### config.mk
export PLATFORM = sky130hd
export DESIGN_NAME = eerd_top
export DESIGN_NICKNAME = d
export VERILOG_FILES = /design/src/rtl/eerd_pkg.sv /design/src/rtl/eerd_tick.sv /design/src/rtl/eerd_xfer.sv /design/src/rtl/eerd_boot.sv /design/src/rtl/eerd_top.sv
export SDC_FILE = /design/constraint.sdc
export NUM_CORES = 1
export LEC_CHECK = 0
export BUFFER_PORTS_ARGS = -buffer_cell sky130_fd_sc_hd__buf_2
export CAP_MARGIN = 20
export CORE_MARGIN = 10
export CORE_UTILIZATION = 60
export CTS_CLUSTER_DIAMETER = 200
export DETAILED_ROUTE_END_ITERATION = 12
export GPL_ROUTABILITY_DRIVEN = 0
export PLACE_DENSITY = 0.85
export SLEW_MARGIN = 40
export SYNTH_ARGS = -nofsm -noshare
export SYNTH_HDL_FRONTEND = slang
export SYNTH_SLANG_ARGS = --single-unit
### constraint.sdc
create_clock -name clk -period 3 [get_ports clk]
set_input_delay 0.15 -clock clk [delete_from_list [all_inputs] [get_ports clk]]
set_output_delay 0.15 -clock clk [all_outputs]
set_load 0.01 [all_outputs]
### src/rtl/eerd_pkg.sv
package eerd_pkg;

    localparam int WORD_W = 16;
    localparam int ADDR_W = 8;
    localparam int BITS_PER_SEL = 2 * WORD_W;

    typedef enum logic [2:0] {
        X_IDLE  = 3'd0,
        X_SEL   = 3'd1,
        X_SET   = 3'd2,
        X_HIGH  = 3'd3,
        X_LOW   = 3'd4,
        X_DESEL = 3'd5
    } xfer_st_e;

    // Read command for either address size
    function automatic logic [WORD_W-1:0] mk_cmd(input logic six, input logic [ADDR_W-1:0] a);
        logic [WORD_W-1:0] c;
        if (six) c = 16'h0180 | {10'd0, a[5:0]};
        else     c = 16'h0600 | {8'd0, a};
        return c;
    endfunction

endpackage

### src/rtl/eerd_tick.sv
module eerd_tick #(
    parameter int PHASE_CYC = 4
) (
    input  logic clk,
    input  logic rst_n,
    input  logic run_i,
    output logic tick_o
);
    localparam int CW = (PHASE_CYC > 1) ? $clog2(PHASE_CYC) : 1;
    localparam logic [CW-1:0] LAST = CW'(PHASE_CYC - 1);

    logic [CW-1:0] cnt_d, cnt_q;

    always_comb begin
        tick_o = run_i && (cnt_q == LAST);
        if (!run_i || tick_o) cnt_d = '0;
        else                  cnt_d = cnt_q + 1'b1;
    end

    always_ff @(posedge clk) begin
        if (!rst_n) cnt_q <= '0;
        else        cnt_q <= cnt_d;
    end
endmodule

### src/rtl/eerd_xfer.sv
module eerd_xfer
    import eerd_pkg::*;
#(
    parameter int PHASE_CYC = 4
) (
    input  logic              clk,
    input  logic              rst_n,
    input  logic              start_i,
    input  logic              six_i,
    input  logic [ADDR_W-1:0] addr_i,
    input  logic              ee_do_i,
    output logic              busy_o,
    output logic              done_o,
    output logic [WORD_W-1:0] word_o,
    output logic              ee_cs_o,
    output logic              ee_sk_o,
    output logic              ee_di_o,
    output logic              ee_en_o
);
    localparam int IW = $clog2(BITS_PER_SEL);
    localparam logic [IW-1:0] LAST_BIT = IW'(BITS_PER_SEL - 1);

    typedef struct packed {
        xfer_st_e          st;
        logic [WORD_W-1:0] cmd;
        logic [WORD_W-1:0] sh;
        logic [IW-1:0]     idx;
        logic              cs;
        logic              sk;
        logic              di;
        logic              en;
        logic              done;
    } xr_t;

    xr_t  r_d, r_q;
    logic tick;

    eerd_tick #(.PHASE_CYC(PHASE_CYC)) u_tick (
        .clk    (clk),
        .rst_n  (rst_n),
        .run_i  (r_q.st != X_IDLE),
        .tick_o (tick)
    );

    always_comb begin
        r_d      = r_q;
        r_d.done = 1'b0;
        case (r_q.st)
            X_IDLE: begin
                if (start_i) begin
                    r_d.st  = X_SEL;
                    r_d.cmd = mk_cmd(six_i, addr_i);
                    r_d.sh  = '0;
                    r_d.idx = '0;
                    r_d.cs  = 1'b1;
                    r_d.en  = 1'b1;
                    r_d.sk  = 1'b0;
                    r_d.di  = 1'b0;
                end
            end
            X_SEL: begin
                if (tick) begin
                    r_d.st  = X_SET;
                    r_d.di  = r_q.cmd[WORD_W-1];
                    r_d.cmd = {r_q.cmd[WORD_W-2:0], 1'b0};
                end
            end
            X_SET: begin
                if (tick) begin
                    r_d.sk = 1'b1;
                    r_d.st = X_HIGH;
                end
            end
            X_HIGH: begin
                if (tick) begin
                    r_d.sk = 1'b0;
                    r_d.st = X_LOW;
                end
            end
            X_LOW: begin
                if (tick) begin
                    if (r_q.idx[IW-1]) r_d.sh = {r_q.sh[WORD_W-2:0], ee_do_i};
                    if (r_q.idx == LAST_BIT) begin
                        r_d.st = X_DESEL;
                        r_d.cs = 1'b0;
                        r_d.di = 1'b0;
                    end else begin
                        r_d.idx = r_q.idx + 1'b1;
                        r_d.st  = X_SET;
                        r_d.di  = r_q.cmd[WORD_W-1];
                        r_d.cmd = {r_q.cmd[WORD_W-2:0], 1'b0};
                    end
                end
            end
            X_DESEL: begin
                if (tick) begin
                    r_d.st   = X_IDLE;
                    r_d.done = 1'b1;
                end
            end
            default: r_d.st = X_IDLE;
        endcase
    end

    always_ff @(posedge clk) begin
        if (!rst_n) begin
            r_q <= '{st: X_IDLE, cmd: '0, sh: '0, idx: '0,
                     cs: 1'b0, sk: 1'b0, di: 1'b0, en: 1'b0, done: 1'b0};
        end else begin
            r_q <= r_d;
        end
    end

    assign busy_o  = (r_q.st != X_IDLE);
    assign done_o  = r_q.done;
    assign word_o  = r_q.sh;
    assign ee_cs_o = r_q.cs;
    assign ee_sk_o = r_q.sk;
    assign ee_di_o = r_q.di;
    assign ee_en_o = r_q.en;
endmodule

### src/rtl/eerd_boot.sv
module eerd_boot
    import eerd_pkg::*;
#(
    parameter int N_ID     = 3,
    parameter int CFG_ADDR = 6,
    parameter int CFG_BITS = 5
) (
    input  logic                     clk,
    input  logic                     rst_n,
    input  logic                     done_i,
    input  logic [WORD_W-1:0]        word_i,
    output logic                     req_o,
    output logic [ADDR_W-1:0]        addr_o,
    output logic [WORD_W*N_ID-1:0]   station_o,
    output logic [CFG_BITS-1:0]      cfg_o,
    output logic                     done_o
);
    localparam int STN_W  = WORD_W * N_ID;
    localparam int STEP_W = $clog2(N_ID + 1);
    localparam logic [STEP_W-1:0] CFG_STEP = STEP_W'(N_ID);

    typedef struct packed {
        logic [STEP_W-1:0]   step;
        logic                pend;
        logic                fin;
        logic [STN_W-1:0]    stn;
        logic [CFG_BITS-1:0] cfg;
    } br_t;

    br_t b_d, b_q;

    always_comb begin
        b_d    = b_q;
        req_o  = !b_q.fin && !b_q.pend;
        addr_o = (b_q.step == CFG_STEP) ? ADDR_W'(CFG_ADDR) : ADDR_W'(b_q.step);
        if (req_o) b_d.pend = 1'b1;
        if (b_q.pend && done_i) begin
            b_d.pend = 1'b0;
            if (b_q.step == CFG_STEP) begin
                b_d.cfg = word_i[CFG_BITS-1:0];
                b_d.fin = 1'b1;
            end else begin
                b_d.stn[WORD_W*b_q.step +: WORD_W] = word_i;
                b_d.step = b_q.step + 1'b1;
            end
        end
    end

    always_ff @(posedge clk) begin
        if (!rst_n) b_q <= '0;
        else        b_q <= b_d;
    end

    assign station_o = b_q.stn;
    assign cfg_o     = b_q.cfg;
    assign done_o    = b_q.fin;
endmodule

### src/rtl/eerd_top.sv
module eerd_top
    import eerd_pkg::*;
#(
    parameter int PHASE_CYC = 4,
    parameter bit BOOT_EN   = 1'b1,
    parameter int N_ID      = 3,
    parameter int CFG_ADDR  = 6,
    parameter int CFG_BITS  = 5
) (
    input  logic                   clk,
    input  logic                   rst_n,
    input  logic                   rd_req_i,
    input  logic [ADDR_W-1:0]      rd_addr_i,
    input  logic                   addr6_i,
    output logic                   busy_o,
    output logic                   rd_rdy_o,
    output logic [WORD_W-1:0]      rd_data_o,
    output logic                   ee_en_o,
    output logic                   ee_cs_o,
    output logic                   ee_sk_o,
    output logic                   ee_di_o,
    input  logic                   ee_do_i,
    output logic [WORD_W*N_ID-1:0] station_o,
    output logic [CFG_BITS-1:0]    cfg_o,
    output logic                   boot_done_o
);
    typedef struct packed {
        logic host;
    } tr_t;

    tr_t  t_d, t_q;
    logic x_start, x_busy, x_done;
    logic [WORD_W-1:0] x_word;
    logic [ADDR_W-1:0] x_addr;
    logic boot_req;
    logic [ADDR_W-1:0] boot_addr;
    logic host_go;

    generate
        if (BOOT_EN) begin : g_boot
            eerd_boot #(.N_ID(N_ID), .CFG_ADDR(CFG_ADDR), .CFG_BITS(CFG_BITS)) u_boot (
                .clk       (clk),
                .rst_n     (rst_n),
                .done_i    (x_done),
                .word_i    (x_word),
                .req_o     (boot_req),
                .addr_o    (boot_addr),
                .station_o (station_o),
                .cfg_o     (cfg_o),
                .done_o    (boot_done_o)
            );
        end else begin : g_noboot
            assign boot_req    = 1'b0;
            assign boot_addr   = '0;
            assign station_o   = '0;
            assign cfg_o       = '0;
            assign boot_done_o = 1'b1;
        end
    endgenerate

    eerd_xfer #(.PHASE_CYC(PHASE_CYC)) u_xfer (
        .clk     (clk),
        .rst_n   (rst_n),
        .start_i (x_start),
        .six_i   (addr6_i),
        .addr_i  (x_addr),
        .ee_do_i (ee_do_i),
        .busy_o  (x_busy),
        .done_o  (x_done),
        .word_o  (x_word),
        .ee_cs_o (ee_cs_o),
        .ee_sk_o (ee_sk_o),
        .ee_di_o (ee_di_o),
        .ee_en_o (ee_en_o)
    );

    always_comb begin
        busy_o  = x_busy || !boot_done_o;
        host_go = rd_req_i && !busy_o;
        x_start = boot_done_o ? host_go : boot_req;
        x_addr  = boot_done_o ? rd_addr_i : boot_addr;
        t_d     = t_q;
        if (host_go)     t_d.host = 1'b1;
        else if (x_done) t_d.host = 1'b0;
    end

    always_ff @(posedge clk) begin
        if (!rst_n) t_q <= '0;
        else        t_q <= t_d;
    end

    assign rd_rdy_o  = x_done && t_q.host;
    assign rd_data_o = x_word;
endmodule

==> results.md <==
* Status: finished, final reports clean
* Max Transition Viols Final at 0
* Yosys cell types at 48
* Cell Pwr Density at 458.2 nW/um2
* Post-route antenna net violation count at 0
* Maximum vdd drop at 205.0 uV
* Antenna Cells at 0
* Total GRT Usage at 16.61%
* Share of the synthesized area in the top cell type at 41.60%
* Post-synth EDFFs at 0
* Crit path kind: reg2reg
* Crit Path Max Fanout at 31
* Commonest non-fill, non-tap cells in the layout: dfxtp_1 (105), nand2_1 (90), buf_2 (88), nand3_1 (74), a21boi_0 (68)
* Worst Setup Start Kind: flop
* Post-Syn Area at 5052 um2
* Synth Instances at 588
* Ys Warns at 0
* Fmax at 449.8 MHz
* Critical Path Sink Type: flop
* Fin nets at 608
* Setup TNS at 0 ns
* Die area at 12490 um2
* Register area share after synthesis at 41.60%
* Fin crit period at 2.223 ns
* Main area contributors after synthesis: dfxtp_1 (42%), buf_4 (11%), a21boi_0 (10%), nand3_1 (7.3%), nand2_1 (6.7%)
* CTS resizes at 0
* Syn Nets at 610
* Max_cap viols at 0
* Post-Route WL at 10770 um
* Final core occ at 62.71%
* Worst skew pair latency at 0.37 ns
* Max-slew headroom at 53.28%
* Clock Path Buffers at 2
* # rows at 33
* Die H at 111.8 um
* Ports at 89
* Initial Util at 61.49%
* Worst EP required at 3.30 ns
* Final setup violating endpoints at 0
* Die span in x at 111.8 um
* CTS Hold Bufs at 0
* Reg2Reg Setup Slack at 0.78 ns
* Final hold vios at 0
* 1st-iter DRT viols at 218
* Number of global-route vias before repair at 3584
* Post-CTS Setup Repair Bufs at 0
* Reg clk slew, reported paths at 0.10 ns
* H-tree levels at 3
* Post-Syn Area per Cell at 8.592 um2
* PortBufs at 88
* Share of layout cells above drive strength 1 at 20.64%
* Vias per inst at 5.503
* Residual DRC at 0
* First-pass GRT wire length at 17720 um
* Pin count of the biggest net entering global routing at 107
* Initial antenna violation count at 0
* Clk_skew at 0.01104 ns
* Detailed placer's ending HPWL at 7446 um
* Worst hold path type: in2reg
* Total CTS buffers at 9
* Leading area contributor after synthesis: dfxtp_1
* Core area at 8217 um2
* Synth Register Bits at 105
* RSZ-0062 raised after global routing: false
* Main synth FF type: dfxtp_1
* CTS tree: done
* Async SR Flop Fraction at 0%
* Avg WL per Cell at 15.48 um
* Area Overhead vs Synth at 1.981%
* Slew of the pin with the lowest slew margin at 0.6987 ns
* CP arrival at 2.53 ns
* # fillers at 711
* CTS root buf: clkbuf_8
* Congestion Overflow GR at 0
* CTS sink cnt at 105
* Static Leak at 2.057 nW
* Vias at 3830
* Most common cell after layout, fill and taps aside: dfxtp_1
* Drt pass-1 iters at 4
* Crit share post-route at 74.11%
-- metrics by stage --
| stage | setup WS [ns] | hold slack, ns | total power, mW | instances | instance area [um2] |
|---|---|---|---|---|---|
| finish | 0.7767 | 0.05311 | 2.361 | 696 | 5152 |
| global route | 0.5687 | 0.05268 | 2.451 | 696 | 5152 |
| CTS | 0.7618 | 0.04674 | 2.378 | 696 | 5142 |
| detailed placement | 0.7766 | 0.4393 | 1.560 | 680 | 4957 |
| global placement | 0.9196 | 0.4132 | 1.557 | 680 | 4957 |
| floorplan | 1.075 | 0.2949 | 1.535 | 588 | 5052 |
-- cell families after synthesis --
kind of cell    synth area share (%)
fa+ha+maj                      2.229
xor+xnor                      0.3468
compound gates                 18.03
flops                          41.60
mux                            1.412
simple gates                   21.62
buf+inv                        14.76
-- power by group --
| group | total, mW | switching (mW) | internal [mW] | leakage, nW |
|---|---|---|---|---|
| clock network | 0.833 | 0.515 | 0.318 | 0.0888 |
| registers | 1.42 | 0.0125 | 1.41 | 0.849 |
| logic | 0.106 | 0.0587 | 0.0476 | 1.12 |
| total | 2.36 | 0.586 | 1.77 | 2.06 |
-- registers in the layout, summed over array words and instances (netlist names) --
name,cells
u_xfer.r_q,24
u_xfer.ee_di_o,1
u_xfer.ee_en_o,1
u_xfer.word_o,16
g_boot.u_boot.done_o,1
u_xfer.ee_cs_o,1
g_boot.u_boot.b_q,3
g_boot.u_boot.station_o,48
u_xfer.ee_sk_o,1
g_boot.u_boot.cfg_o,5
u_xfer.done_o,1
u_xfer.u_tick.cnt_q,2
t_q,1
-- synth_stat cells, drive strengths merged, types with 2 or more instances --
| master | count |
|---|---|
| a21boi | 76 |
| a21oi | 7 |
| a22oi | 5 |
| a31oi | 8 |
| a32oi | 2 |
| and2 | 10 |
| and3 | 2 |
| buf | 89 |
| clkbuf | 18 |
| dfxtp | 105 |
| ha | 9 |
| inv | 9 |
| mux2i | 6 |
| nand2 | 90 |
| nand2b | 6 |
| nand3 | 74 |
| nand3b | 3 |
| nor2 | 11 |
| nor2b | 12 |
| nor3 | 3 |
| nor3b | 4 |
| o211a | 5 |
| o21a | 2 |
| o21ai | 14 |
| o22ai | 2 |
| or2 | 3 |
| xnor2 | 2 |
-- per-layer routing --
metal,global-route usage [%],part of all wire (%)
met2,27.70,49
met3,4.992,6.9
met5,0,0
met1,20.01,43
met4,5.227,1.2
-- critical path, stage by stage (launching register included) --
cell	delay, ns
dfxtp_1	0.35
ha_1	0.23
and3_1	0.19
ha_1	0.21
and2b_1	0.28
nand3b_1	0.11
a31oi_2	0.20
buf_4	0.29
o21ai_0	0.12
a31oi_1	0.17
-- final timing paths --
| check | from | to | depth (start not counted) |
|---|---|---|---|
| worst max-delay path | u_xfer.r_q[5]$_SDFFE_PN0P_ | u_xfer.r_q[33]$_SDFFE_PN0P_ | 9 |
| worst min-delay path | ee_do_i | u_xfer.word_o[0]$_SDFFE_PN0P_ | 3 |
| worst min register to register | u_xfer.u_tick.cnt_q[0]$_SDFF_PP0_ | u_xfer.u_tick.cnt_q[0]$_SDFF_PP0_ | 1 |
| worst max register to register | u_xfer.r_q[5]$_SDFFE_PN0P_ | u_xfer.r_q[33]$_SDFFE_PN0P_ | 9 |
-- cell type report --
cell class	instances	area [um2]	area share, %
Inverter	9	33.78	0.6557
Sequential cell	105	2102	40.80
Clock inverter	7	61.31	1.190
Multi-Input combinational cell	367	2211	42.91
Timing Repair Buffer	94	489.2	9.495
Clock buffer	9	123.9	2.404
Tap cell	105	131.4	2.550
Power figures use the tool's default switching activity.
